[config.mk]
export PLATFORM = sky130hd
export DESIGN_NAME = cfg_loader
export DESIGN_NICKNAME = d
export VERILOG_FILES = /design/src/rtl/cfg_loader_pkg.sv /design/src/rtl/cfg_loader_rom.sv /design/src/rtl/cfg_loader_framer.sv /design/src/rtl/cfg_loader_slot.sv /design/src/rtl/cfg_loader.sv
export SDC_FILE = /design/constraint.sdc
export NUM_CORES = 1
export LEC_CHECK = 0
export BUFFER_PORTS_ARGS = -buffer_cell sky130_fd_sc_hd__buf_2
export CORE_MARGIN = 5
export CORE_UTILIZATION = 55
export CTS_CLUSTER_DIAMETER = 200
export DETAILED_ROUTE_END_ITERATION = 12
export HOLD_SLACK_MARGIN = 0.06
export PLACE_DENSITY = 0.71
export SETUP_SLACK_MARGIN = 0.4
export SLEW_MARGIN = 15
export SYNTH_ARGS = -nofsm -noshare
export SYNTH_HDL_FRONTEND = slang
export SYNTH_SLANG_ARGS = --single-unit
[constraint.sdc]
create_clock -name clk -period 2 [get_ports clk]
set_clock_uncertainty 0.2 [all_clocks]
set_input_delay 0.1 -clock clk [delete_from_list [all_inputs] [get_ports clk]]
set_output_delay 0.1 -clock clk [all_outputs]
set_load 0.01 [all_outputs]
[src/rtl/cfg_loader_pkg.sv]
package cfg_loader_pkg;
  localparam int DMAX = 24;
  localparam int LENW = $clog2(DMAX + 1);
  localparam int HDR  = 5;
  localparam int FW   = HDR + DMAX;
  localparam int CNTW = $clog2(FW + 1);
  localparam int NLD  = 3;

  typedef enum logic [1:0] {
    TGT_TG  = 2'd0,
    TGT_FA  = 2'd1,
    TGT_FB  = 2'd2,
    TGT_END = 2'd3
  } tgt_e;

  typedef struct packed {
    tgt_e            tgt;
    logic [3:0]      addr;
    logic [LENW-1:0] len;
    logic [DMAX-1:0] data;
  } entry_t;

  function automatic entry_t mk(tgt_e t, logic [3:0] a, int l, logic [DMAX-1:0] d);
    entry_t e;
    e.tgt  = t;
    e.addr = a;
    e.len  = LENW'(l);
    e.data = d;
    return e;
  endfunction

  // Default write list; anything past the last row is the terminator.
  function automatic entry_t default_entry(int unsigned i);
    case (i)
      0:       return mk(TGT_TG, 4'd1, 16, 24'h000C35);
      1:       return mk(TGT_TG, 4'd10, 8, 24'h0000A5);
      2:       return mk(TGT_TG, 4'd5, 1, 24'h000001);
      3:       return mk(TGT_FA, 4'd0, 8, 24'h000081);
      4:       return mk(TGT_FA, 4'd3, 10, 24'h0002F3);
      5:       return mk(TGT_FB, 4'd11, 24, 24'hC3A55A);
      6:       return mk(TGT_FB, 4'd9, 12, 24'h0005A3);
      default: return mk(TGT_END, 4'd0, 1, 24'h000000);
    endcase
  endfunction
endpackage

[src/rtl/cfg_loader_rom.sv]
module cfg_loader_rom
  import cfg_loader_pkg::*;
#(
  parameter int DEPTH = 16,
  localparam int AW = $clog2(DEPTH)
) (
  input  logic          clk,
  input  logic [AW-1:0] idx,
  output entry_t        ent_q
);
  entry_t mem [DEPTH];

  for (genvar g = 0; g < DEPTH; g++) begin : g_fill
    assign mem[g] = default_entry(g);
  end

  always_ff @(posedge clk) begin
    ent_q <= mem[idx];
  end
endmodule

[src/rtl/cfg_loader_framer.sv]
module cfg_loader_framer
  import cfg_loader_pkg::*;
(
  input  entry_t          ent,
  output logic [FW-1:0]   frame,
  output logic [CNTW-1:0] nbits
);
  logic [DMAX-1:0] dmask;

  always_comb begin
    for (int i = 0; i < DMAX; i++) begin
      dmask[i] = (i < int'(ent.len));
    end
  end

  always_comb begin
    frame          = '0;
    frame[0]       = 1'b0;                      // write bit
    frame[3:1]     = ent.addr[2:0];
    frame[4]       = (ent.tgt == TGT_TG) ? ent.addr[3] : 1'b0;  // addr bit 3 or test bit
    frame[FW-1:HDR] = ent.data & dmask;
    nbits          = CNTW'(HDR) + CNTW'(ent.len);
  end
endmodule

[src/rtl/cfg_loader_slot.sv]
module cfg_loader_slot #(
  parameter int HALF_DIV = 2,
  localparam int PW = $clog2(2 * HALF_DIV)
) (
  input  logic clk,
  input  logic rst,
  input  logic run,
  output logic slot_end,
  output logic hi_phase
);
  logic [PW-1:0] ph;

  assign slot_end = run && (ph == PW'(2 * HALF_DIV - 1));
  assign hi_phase = (ph >= PW'(HALF_DIV));

  always_ff @(posedge clk) begin
    if (rst || !run)   ph <= '0;
    else if (slot_end) ph <= '0;
    else               ph <= ph + 1'b1;
  end
endmodule

[src/rtl/cfg_loader.sv]
module cfg_loader
  import cfg_loader_pkg::*;
#(
  parameter int HALF_DIV  = 2,
  parameter int DEPTH     = 16,
  parameter int GAP_SLOTS = 2,
  localparam int AW = $clog2(DEPTH),
  localparam int GW = $clog2(GAP_SLOTS + 1)
) (
  input  logic           clk,
  input  logic           rst,
  output logic           ser_clk,
  output logic           ser_data,
  output logic [NLD-1:0] ld_n,
  output logic           busy,
  output logic           done
);
  typedef enum logic [2:0] {
    S_FETCH, S_LATCH, S_LEAD, S_BITS, S_TRAIL, S_GAP, S_DONE
  } st_e;

  st_e             st;
  logic [AW-1:0]   idx;
  entry_t          ent_q;
  logic [FW-1:0]   frame, shreg;
  logic [CNTW-1:0] nbits, bits_left;
  tgt_e            tgt_q;
  logic [GW-1:0]   gap_cnt;
  logic            run, slot_end, hi_phase, in_frame;

  assign run      = (st == S_LEAD) || (st == S_BITS) || (st == S_TRAIL) || (st == S_GAP);
  assign in_frame = (st == S_LEAD) || (st == S_BITS) || (st == S_TRAIL);

  cfg_loader_rom #(.DEPTH(DEPTH)) u_rom (.clk(clk), .idx(idx), .ent_q(ent_q));
  cfg_loader_framer u_framer (.ent(ent_q), .frame(frame), .nbits(nbits));
  cfg_loader_slot #(.HALF_DIV(HALF_DIV)) u_slot (
    .clk(clk), .rst(rst), .run(run), .slot_end(slot_end), .hi_phase(hi_phase)
  );

  always_ff @(posedge clk) begin
    if (rst) begin
      st        <= S_FETCH;
      idx       <= '0;
      shreg     <= '0;
      bits_left <= '0;
      tgt_q     <= TGT_END;
      gap_cnt   <= '0;
    end else begin
      case (st)
        S_FETCH: st <= S_LATCH;
        S_LATCH: begin
          if (ent_q.tgt == TGT_END) begin
            st <= S_DONE;
          end else begin
            shreg     <= frame;
            bits_left <= nbits;
            tgt_q     <= ent_q.tgt;
            st        <= S_LEAD;
          end
        end
        S_LEAD: if (slot_end) st <= S_BITS;
        S_BITS: begin
          if (slot_end) begin
            shreg     <= shreg >> 1;
            bits_left <= bits_left - 1'b1;
            if (bits_left == CNTW'(1)) st <= S_TRAIL;
          end
        end
        S_TRAIL: begin
          if (slot_end) begin
            gap_cnt <= '0;
            st      <= S_GAP;
          end
        end
        S_GAP: begin
          if (slot_end) begin
            if (gap_cnt == GW'(GAP_SLOTS - 1)) begin
              if (idx == AW'(DEPTH - 1)) begin
                st <= S_DONE;
              end else begin
                idx <= idx + 1'b1;
                st  <= S_FETCH;
              end
            end else begin
              gap_cnt <= gap_cnt + 1'b1;
            end
          end
        end
        default: st <= S_DONE;
      endcase
    end
  end

  always_ff @(posedge clk) begin
    if (rst) begin
      ser_clk  <= 1'b0;
      ser_data <= 1'b0;
      ld_n     <= '1;
      busy     <= 1'b0;
      done     <= 1'b0;
    end else begin
      ser_clk  <= (st == S_BITS) && hi_phase;
      ser_data <= (st == S_BITS) && shreg[0];
      for (int t = 0; t < NLD; t++) begin
        ld_n[t] <= !(in_frame && (tgt_q == tgt_e'(2'(t))));
      end
      busy <= (st != S_DONE);
      done <= (st == S_DONE);
    end
  end
endmodule

==> results of run 1 <==
synthesized netlist by cell type, drive strengths merged (3+ instances only):
cell / number / area (um^2)
nor2: 50 / 188
a311oi: 15 / 131
clkbuf: 16 / 60.1
nand2: 43 / 161
nand3b: 6 / 45.0
and3: 3 / 18.8
o211ai: 3 / 22.5
buf: 13 / 70.1
nand2b: 8 / 50.1
o21ai: 11 / 55.1
o21bai: 3 / 22.5
a21oi: 25 / 125
nor3: 13 / 75.1
ha: 11 / 138
a211oi: 12 / 95.1
xnor2: 4 / 35.0
dfxtp: 76 / 1520
nor2b: 5 / 31.3
or3: 4 / 25.0
a21boi: 3 / 22.5
inv: 13 / 48.8
nand3: 20 / 100
worst reg2reg max path, stage by stage, from the launching register on:
cell      delay [ns]
dfxtp_2         0.36
ha_4            0.13
and2b_2         0.23
nor3_4          0.20
buf_12          0.15
buf_6           0.11
buf_16          0.12
nor2_1          0.05
a211oi_1        0.21
layout make-up:
type | instances | area share [%]
Clock buffer | 13 | 3.72
Clock inverter | 3 | 1.61
Inverter | 13 | 1.14
Multi-Input combinational cell | 268 | 42.0
Sequential cell | 76 | 36.2
Tap cell | 75 | 2.20
Timing Repair Buffer | 50 | 13.2
metrics by stage:
step           instance area [um^2]  setup WS [ns]  power (mW)  cells
2_1_floorplan                  3310          0.231        2.88    386
3_3_place_gp                   3450          0.167        3.09    455
3_5_place_dp                   3450          0.139        3.14    455
4_1_cts                        4000          0.205        5.03    488
5_1_grt                        4270         0.0849        5.67    498
6_report                       4270          0.163        5.38    498
flip-flops by register name (all words and copies together) (netlist names):
signal	count
u_slot.ph	2
done	1
st	3
u_rom.ent_q	22
gap_cnt	2
ld_n	3
bits_left	5
ser_clk	1
ser_data	1
tgt_q	2
busy	1
idx	4
shreg	29
what timing repair did:
item,CTS,global route
hold buffers,1,2
cloned,5,1
pin swaps,6,26
setup endpoints to repair,45,44
buffers inserted,11,7
gates resized for setup,28,42
endpoints found under the hold margin,16,13
logic make-up after synthesis:
family | Yosys count | synth area share (%)
buffers and inverters | 42 | 5.47
and+or+nand+nor | 164 | 23.9
DFF | 76 | 46.6
muxes | 1 | 0.306
xor gates and xnor gates | 5 | 1.34
AOI/OAI and AO/OA | 87 | 18.3
adders and majority gates | 11 | 4.21
worst paths after layout:
path         depth (start not counted)   endpoint  slack (ns)
max reg2reg                          8  shreg[22]        0.16
min                                  3   shreg[0]        0.13
max                                  8  shreg[22]        0.16
min reg2reg                          1    ld_n[1]        0.24
layer usage:
layer | vias up | global-route usage [%]
li1 | 1420 | -
met1 | 1377 | 28.7
met2 | 47 | 35.5
met3 | 16 | 5.39
met4 | 0 | 9.49
met5 | - | 0
power by group:
part	internal, mW	total (mW)	switching [mW]	leakage (nW)
clock network	0.775	1.33	0.556	0.114
registers	1.80	2.02	0.216	0.623
logic	1.08	2.03	0.951	0.874
total	3.65	5.38	1.72	1.61
==> flow_summary.yaml, run 1 <==
run_status:
  status: "finished clean"
setup_path:
  crit_required_ns: 2.07
  critPathMaxFanout: 6
  crit_family: "simple AND/OR/NAND/NOR gates"
  crit_slowest_cell: "dfxtp_2"
  criticalPathCategory: "flop to flop"
  cp_data_arrival_time_ns: 1.90
  startpoint: "u_slot.ph[0]"
  r2r-start: "u_slot.ph[0]"
  crit_path_cell_trace: "ha_4, and2b_2, nor3_4, buf_12, buf_6, buf_16, nor2_1, a211oi_1"
  cpPeakStageDelay_ns: 0.36
  endpoint_kind: "flop"
  start_kind: "flop"
  timing.critical_path.buf_inv: 3
drt:
  firstDrtPassIters: 4
  routed.top_layer: "met4"
  routed_wirelength_um: 8070
  routedWlPerCell_um: 16.2
  met1_length_um: 3610
  detailroute.via_count: 2860
  post-route-drc-count: 0
  route.met2.wl_um: 4060
  avgViaCountPerCell: 5.74
  drt_iter0_drc: 165
  ant_nets: 0
  wl_met3_um: 224
place:
  place_congestion: 0.795
  hpwl_um: 4500
  io_buffer_count: 8
die:
  start_util_pct: 55.9
  fp.dieW_um: 87.1
  die_h_um: 87.1
  rows: 28
  pin_count: 9
  fp.dieArea_um2: 7580
  core_um2: 5850
cts:
  h-tree-depth: 3
  clock-root-buffer: "clkbuf_8"
  cts_made_buffers: 9
  clkSinkCount: 76
  cts_tree: "yes"
  cts_buffer_depth: 2
  insertion_delay_ns: 0.35
  clk_pin_slew_ns: 0.08
final_layout:
  final_util_pct: 73.0
  syn_to_final_growth_pct: 30.7
  final_common_cell: "dfxtp_1"
  n_fill_cell: 415
  seqCellArea_um2: 1540
  num_antenna_cells: 0
  multi_input_area_um2: 1790
  drive_gt1_share_pct: 27.0
  finalNetCount: 431
  final_cell_mix: "dfxtp_1, nor2_1, nand2_1"
timing:
  drv_slew: 0
  max_freq_mhz: 544
  finalHoldViolations: 0
  hold_ws_ns: 0.133
  tightest_slew_ns: 0.519
  fin_crit_ns: 1.84
  setup_viol_count_final: 0
  rsz0062_at_grt: "true"
  fin_setup_tns_ns: 0
  relSlewSlack_pct: 65.3
  fin_crit_sh_pct: 91.8
global_routing:
  overflow: 0
  grtUsageTotal_pct: 22.3
  grt_pass1_wl_um: 13100
  antenna_found_initial: 0
  grt_pass1_vias: 2704
  grt_max_degree: 37
yosys:
  syn_nets: 399
  ys_types: 49
  yosysSeqAreaShare_pct: 46.6
  ys_ff_latch: 76
  yosysWarnings: 0
  synth.avg_cell_area_um2: 8.47
  ys_async_sr_fraction_pct: 0
  synth_cells: 386
  syn-cell-area_um2: 3270
  synth_ff_type: "dfxtp_1"
  synth-edff-count: 0
min_path:
  hold_class: "primary input to flop"
  min_from: "rst"
pwr:
  ir_drop_uv: 935
  power.density_nw_per_um2: 1260
  leakagePower_nw: 1.61
job:
  max_cap_violations: 0
Note: power is estimated with default switching activity, not from simulation.
==> run 2: changes to the inputs <==
--- a/config.mk
+++ b/config.mk
@@ -6,7 +6,7 @@
 export NUM_CORES = 1
 export LEC_CHECK = 0
 export BUFFER_PORTS_ARGS = -buffer_cell sky130_fd_sc_hd__buf_2
-export CORE_MARGIN = 5
+export CORE_MARGIN = 10
 export CORE_UTILIZATION = 55
 export CTS_CLUSTER_DIAMETER = 200
 export DETAILED_ROUTE_END_ITERATION = 12
@@ -16,4 +16,5 @@
 export SLEW_MARGIN = 15
 export SYNTH_ARGS = -nofsm -noshare
 export SYNTH_HDL_FRONTEND = slang
+export SYNTH_HIERARCHICAL = 1
 export SYNTH_SLANG_ARGS = --single-unit
==> flow_summary.yaml, run 2 <==
run_status:
  status: "finished clean"
timing:
  fin_setup_tns_ns: 0
  setup_viol_count_final: 0
  max_freq_mhz: 556
  relSlewSlack_pct: 65.2
  tightest_slew_ns: 0.522
  fin_crit_sh_pct: 89.9
  finalHoldViolations: 0
  drv_slew: 0
  fin_crit_ns: 1.80
  rsz0062_at_grt: "true"
die:
  rows: 31
  fp.dieW_um: 106
  start_util_pct: 56.7
  fp.dieArea_um2: 11300
  core_um2: 7250
  pin_count: 9
  die_h_um: 106
final_layout:
  largest-register: "shreg"
  finalNetCount: 492
  reg_top3: "shreg (29), u_rom/ent_q (22), bits_left (5)"
  final_cell_mix: "nand2_1, dfxtp_1, a31oi_1, buf_4, a311oi_1"
  final_common_cell: "nand2_1"
  syn_to_final_growth_pct: 14.8
  num_antenna_cells: 0
  final_util_pct: 65.1
  largest_reg_flops: 29
  n_fill_cell: 583
  drive_gt1_share_pct: 24.7
pwr:
  power.density_nw_per_um2: 848
  swShare_pct: 33.0
  pwr-share-comb_pct: 28.9
  leakagePower_nw: 1.81
  p_clk_share_pct: 25.4
  ir_drop_uv: 409
  power.switching_mw: 1.32
  intPower_mw: 2.68
  pwr-share-seq_pct: 45.6
setup_path:
  criticalPathCategory: "flop to flop"
  timing.critical_path.buf_inv: 2
  r2r-start: "gap_cnt[1]"
  r2r_cells: 6
  critPathMaxFanout: 6
  cp_data_arrival_time_ns: 1.83
  endpoint_kind: "flop"
  r2r_slack_ns: 0.20
  crit_path_cell_trace: "inv_1, ha_1, buf_4, nor2b_1, o21ai_1, a2111oi_2"
  crit_slowest_cell: "dfxtp_1"
  cpPeakStageDelay_ns: 0.36
  crit_required_ns: 2.04
  crit_family: "compound AO/OA/AOI/OAI gates"
  startpoint: "gap_cnt[1]"
  start_kind: "flop"
  worstReg2RegEnd: "st[2]"
cts:
  clock-root-buffer: "clkbuf_8"
  insertion_delay_ns: 0.35
  cts_buffer_depth: 2
  clk_pin_slew_ns: 0.08
  cts_tree: "yes"
  cts_made_buffers: 9
  h-tree-depth: 3
  clkSinkCount: 76
place:
  place_congestion: 0.840
  io_buffer_count: 8
  hpwl_um: 5930
yosys:
  ys_top_cells_by_count: "dfxtp_1, nand2_1, a31oi_1, a311oi_1, buf_2"
  synthDominantCellAreaShare_pct: 37.0
  ys_types: 67
  synth_cells: 469
  synth_ff_type: "dfxtp_1"
  synth_most_common_cell: "dfxtp_1"
  synth-edff-count: 0
  yosysSeqAreaShare_pct: 37.0
  ys_ff_latch: 76
  synth_area_leader_cell: "dfxtp_1"
  ys_top_cells_by_area: "dfxtp_1, nand2_1, a311oi_1, a31oi_1, ha_1"
  ys_async_sr_fraction_pct: 0
  synth.avg_cell_area_um2: 8.76
  yosysWarnings: 6
  syn-cell-area_um2: 4110
global_routing:
  met2_usage_pct: 25.3
  grtUsageTotal_pct: 16.7
  grt_max_degree: 44
  grt_pass1_wl_um: 16000
  overflow: 0
  grt_pass1_vias: 3309
  antenna_found_initial: 0
  use_met3_pct: 3.56
  grt-busiest-layer: "met2"
  met1_usage_pct: 22.5
job:
  max_cap_violations: 0
min_path:
  hold_depth: 1
  hold_class: "flop to flop"
  min_from: "tgt_q[1]"
  min_to: "ld_n[2]"
drt:
  routedWlPerCell_um: 16.9
  post-route-drc-count: 0
  avgViaCountPerCell: 6.03
  routed_wirelength_um: 9840
  firstDrtPassIters: 5
  drt_iter0_drc: 347
  detailroute.via_count: 3502
  ant_nets: 0
==> run 2: cell types whose count changed in the layout (fill, tap and decap cells not counted), moves of 6 or more <==
| cell | previous run | this run |
|---|---|---|
| nor2b_1 | 4 | 12 |
| nand3_1 | 18 | 4 |
| o21a_1 | 1 | 7 |
| a21oi_1 | 21 | 8 |
| conb_1 | 0 | 7 |
| buf_4 | 23 | 30 |
| a31oi_1 | 1 | 30 |
| a311oi_1 | 12 | 27 |
| nor2_2 | 7 | 0 |
| nor2_1 | 42 | 16 |
| nand2_1 | 42 | 72 |
==> run 2: timing repair <==
action | CTS | global route
hold buffers | 1 | 0
hold endpoints to repair | 6 | 0
resized for setup | 26 | 29
pin swaps | 17 | 22
setup endpoints to repair | 42 | 47
setup buffers | 7 | 8
==> run 2: final cells by class <==
cell class	count	area (um^2)	share of cell area, %
Tap cell	99	124	2.63
Multi-Input combinational cell	320	2350	49.8
Sequential cell	76	1540	32.6
Clock buffer	11	131	2.78
Timing Repair Buffer	53	484	10.3
Inverter	17	63.8	1.35
Clock inverter	5	28.8	0.610
==> run 2: worst max path at each step <==
stage,endpoint,slack [ns],cells past startpoint
5_1_grt,st[2],0.12,6
2_1_floorplan,bits_left[2],0.06,9
4_1_cts,shreg[5],0.23,7
6_report,st[2],0.20,6
3_5_place_dp,shreg[10],0.004,7
3_3_place_gp,shreg[4],0.13,7
==> run 2: cells by family after synthesis <==
group	synth area share [%]
fa+ha+maj	3.96
buf+inv	12.1
simple gates	20.9
xor+xnor	0.639
flops	37.0
compound gates	24.2
other cells	0.183
mux	1.00
==> run 2: layer usage <==
metal / routed length, um / up-vias
met4: 130 / 0
met2: 4570 / 121
li1: - / 1692
met3: 592 / 13
met5: 0 / -
met1: 4550 / 1676
==> run 2: stage by stage <==
stage | hold slack, ns | area (um^2) | cells | worst slack (ns) | power (mW)
final | 0.225 | 4720 | 581 | 0.202 | 4.00
after global routing | 0.240 | 4720 | 581 | 0.121 | 4.17
after CTS | 0.225 | 4520 | 573 | 0.226 | 3.85
after detailed placement | 0.206 | 4150 | 549 | 0.00383 | 2.74
after global placement | 0.198 | 4150 | 549 | 0.133 | 2.71
after floorplan | -0.0227 | 4180 | 474 | 0.0610 | 2.52
==> run 2: power by group through the flow <==
stage	combinational (mW)	sequential (mW)	clock [mW]
final	1.16	1.82	1.02
after CTS	1.01	1.81	1.03
after detailed placement	0.910	1.83	0
after floorplan	0.713	1.81	0
after global placement	0.885	1.83	0
after global routing	1.23	1.85	1.09
==> run 3: changes to the inputs <==
--- a/config.mk
+++ b/config.mk
@@ -7,11 +7,11 @@
 export LEC_CHECK = 0
 export BUFFER_PORTS_ARGS = -buffer_cell sky130_fd_sc_hd__buf_2
 export CORE_MARGIN = 10
-export CORE_UTILIZATION = 55
+export CORE_UTILIZATION = 35
 export CTS_CLUSTER_DIAMETER = 200
 export DETAILED_ROUTE_END_ITERATION = 12
 export HOLD_SLACK_MARGIN = 0.06
-export PLACE_DENSITY = 0.71
+export PLACE_DENSITY = 0.48
 export SETUP_SLACK_MARGIN = 0.4
 export SLEW_MARGIN = 15
 export SYNTH_ARGS = -nofsm -noshare
==> flow_summary.yaml, run 3 (synthesis results as in run 2) <==
die:
  core_um2: 11500
  fp.dieArea_um2: 16500
  fp.dieW_um: 128
  die_h_um: 128
  start_util_pct: 35.8
  pin_count: 9
  rows: 39
run_status:
  status: "finished clean"
final_layout:
  n_fill_cell: 1092
  reg_top3: "shreg (29), u_rom/ent_q (22), bits_left (5)"
  seqCellArea_um2: 1540
  multi_input_area_um2: 2360
  final_cell_mix: "nand2_1, dfxtp_1, buf_4"
  largest_reg_flops: 29
  final_common_cell: "nand2_1"
  finalNetCount: 499
  num_antenna_cells: 0
  stdcell_count: 631
  drive_gt1_share_pct: 26.8
  syn_to_final_growth_pct: 23.7
  largest-register: "shreg"
timing:
  fin_crit_sh_pct: 90.6
  drv_slew: 0
  fin_setup_tns_ns: 0
  fin_crit_ns: 1.81
  rsz0062_at_grt: "true"
  max_freq_mhz: 552
  setup_viol_count_final: 0
  finalHoldViolations: 0
drt:
  routedWlPerCell_um: 17.0
  routed_wirelength_um: 10700
  detailroute.via_count: 3464
  post-route-drc-count: 0
  avgViaCountPerCell: 5.49
  firstDrtPassIters: 4
  ant_nets: 0
  drt_iter0_drc: 257
cts:
  cts_tree: "yes"
  clk_pin_slew_ns: 0.06
  insertion_delay_ns: 0.33
  cts_buffer_depth: 2
  clkSinkCount: 76
  h-tree-depth: 3
  cts_made_buffers: 9
  clock-root-buffer: "clkbuf_16"
place:
  io_buffer_count: 8
  hpwl_um: 6600
  dp.cells: 594
  place_congestion: 0.813
min_path:
  hold_depth: 1
  hold_class: "flop to flop"
  min_to: "ld_n[2]"
  min_from: "tgt_q[1]"
global_routing:
  antenna_found_initial: 0
  grt_pass1_vias: 3394
  grt_pass1_wl_um: 17600
  grtUsageTotal_pct: 13.1
  grt_max_degree: 34
  overflow: 0
pwr:
  ir_drop_uv: 444
  power.density_nw_per_um2: 992
  intPower_mw: 3.65
  pwr-share-seq_pct: 36.4
  pwr-share-comb_pct: 23.2
  p_clk_share_pct: 40.5
  leakagePower_nw: 1.95
  power.switching_mw: 1.39
  swShare_pct: 27.5
setup_path:
  r2r_cells: 7
  criticalPathCategory: "flop to flop"
  endpoint_kind: "flop"
  cp_data_arrival_time_ns: 1.86
  r2r-start: "st[1]"
  start_kind: "flop"
  r2r_slack_ns: 0.19
  critPathMaxFanout: 5
  crit_required_ns: 2.04
  worstReg2RegEnd: "bits_left[1]"
job:
  max_cap_violations: 0
-- run 3: timing repair --
action                                  CTS  global route
gates resized for setup                  37            18
pin swaps                                15            16
endpoints found under the hold margin    18             0
cloned                                    1             0
buffers inserted                         13             7
hold buffers                              1             0
endpoints found under the setup margin   42            46
-- run 3: per-layer routing --
metal / vias up / GRT usage (%) / routed length [um]
met5: - / 0 / 0
met4: 0 / 4.90 / 167
met3: 13 / 2.26 / 429
met2: 66 / 20.2 / 5020
met1: 1678 / 17.7 / 5100
li1: 1707 / - / -
-- run 3: how the worst max path moves through the flow --
stage          startpoint      endpoint  depth (start not counted)
3_3_place_gp        st[1]      shreg[3]                          7
6_report            st[1]  bits_left[1]                          7
5_1_grt             st[1]      shreg[2]                          7
2_1_floorplan       st[1]  bits_left[2]                          9
3_5_place_dp        st[2]     shreg[11]                          7
4_1_cts             st[1]  bits_left[2]                          7
-- run 3: area by class of cell --
class | count | share of cell area (%)
timing repair buffer | 60 | 11.3
inverter | 17 | 1.26
clock inverter | 4 | 2.36
multi-input combinational | 320 | 46.4
clock buffer | 11 | 4.97
sequential | 76 | 30.2
tap | 143 | 3.52
-- run 3: power groups by stage --
stage / Sequential (mW) / Clock [mW] / Combinational [mW]
finish: 1.83 / 2.04 / 1.17
global route: 1.85 / 2.14 / 1.26
CTS: 1.83 / 2.08 / 1.10
detailed placement: 1.84 / 0 / 0.946
global placement: 1.84 / 0 / 0.935
floorplan: 1.81 / 0 / 0.713
-- run 3: critical path, stage by stage, from the launching register on --
cell and delay (ns):
dfxtp_4 0.36, nand2b_4 0.14, nand2_2 0.08, and2_4 0.18, or2b_4 0.21, buf_6 0.13
nand4_1 0.17, o32ai_2 0.25
-- run 3: stage by stage --
step                hold slack, ns  util [%]  power [mW]  area [um^2]  setup WS, ns
floorplan                  -0.0227         -        2.52         4180        0.0610
global placement             0.206      37.1        2.78         4260         0.103
detailed placement           0.198      37.1        2.79         4260        0.0237
CTS                          0.211      43.2        5.01         4960         0.214
global route                 0.221      44.3        5.26         5080         0.117
finish                       0.208      44.3        5.04         5080         0.187
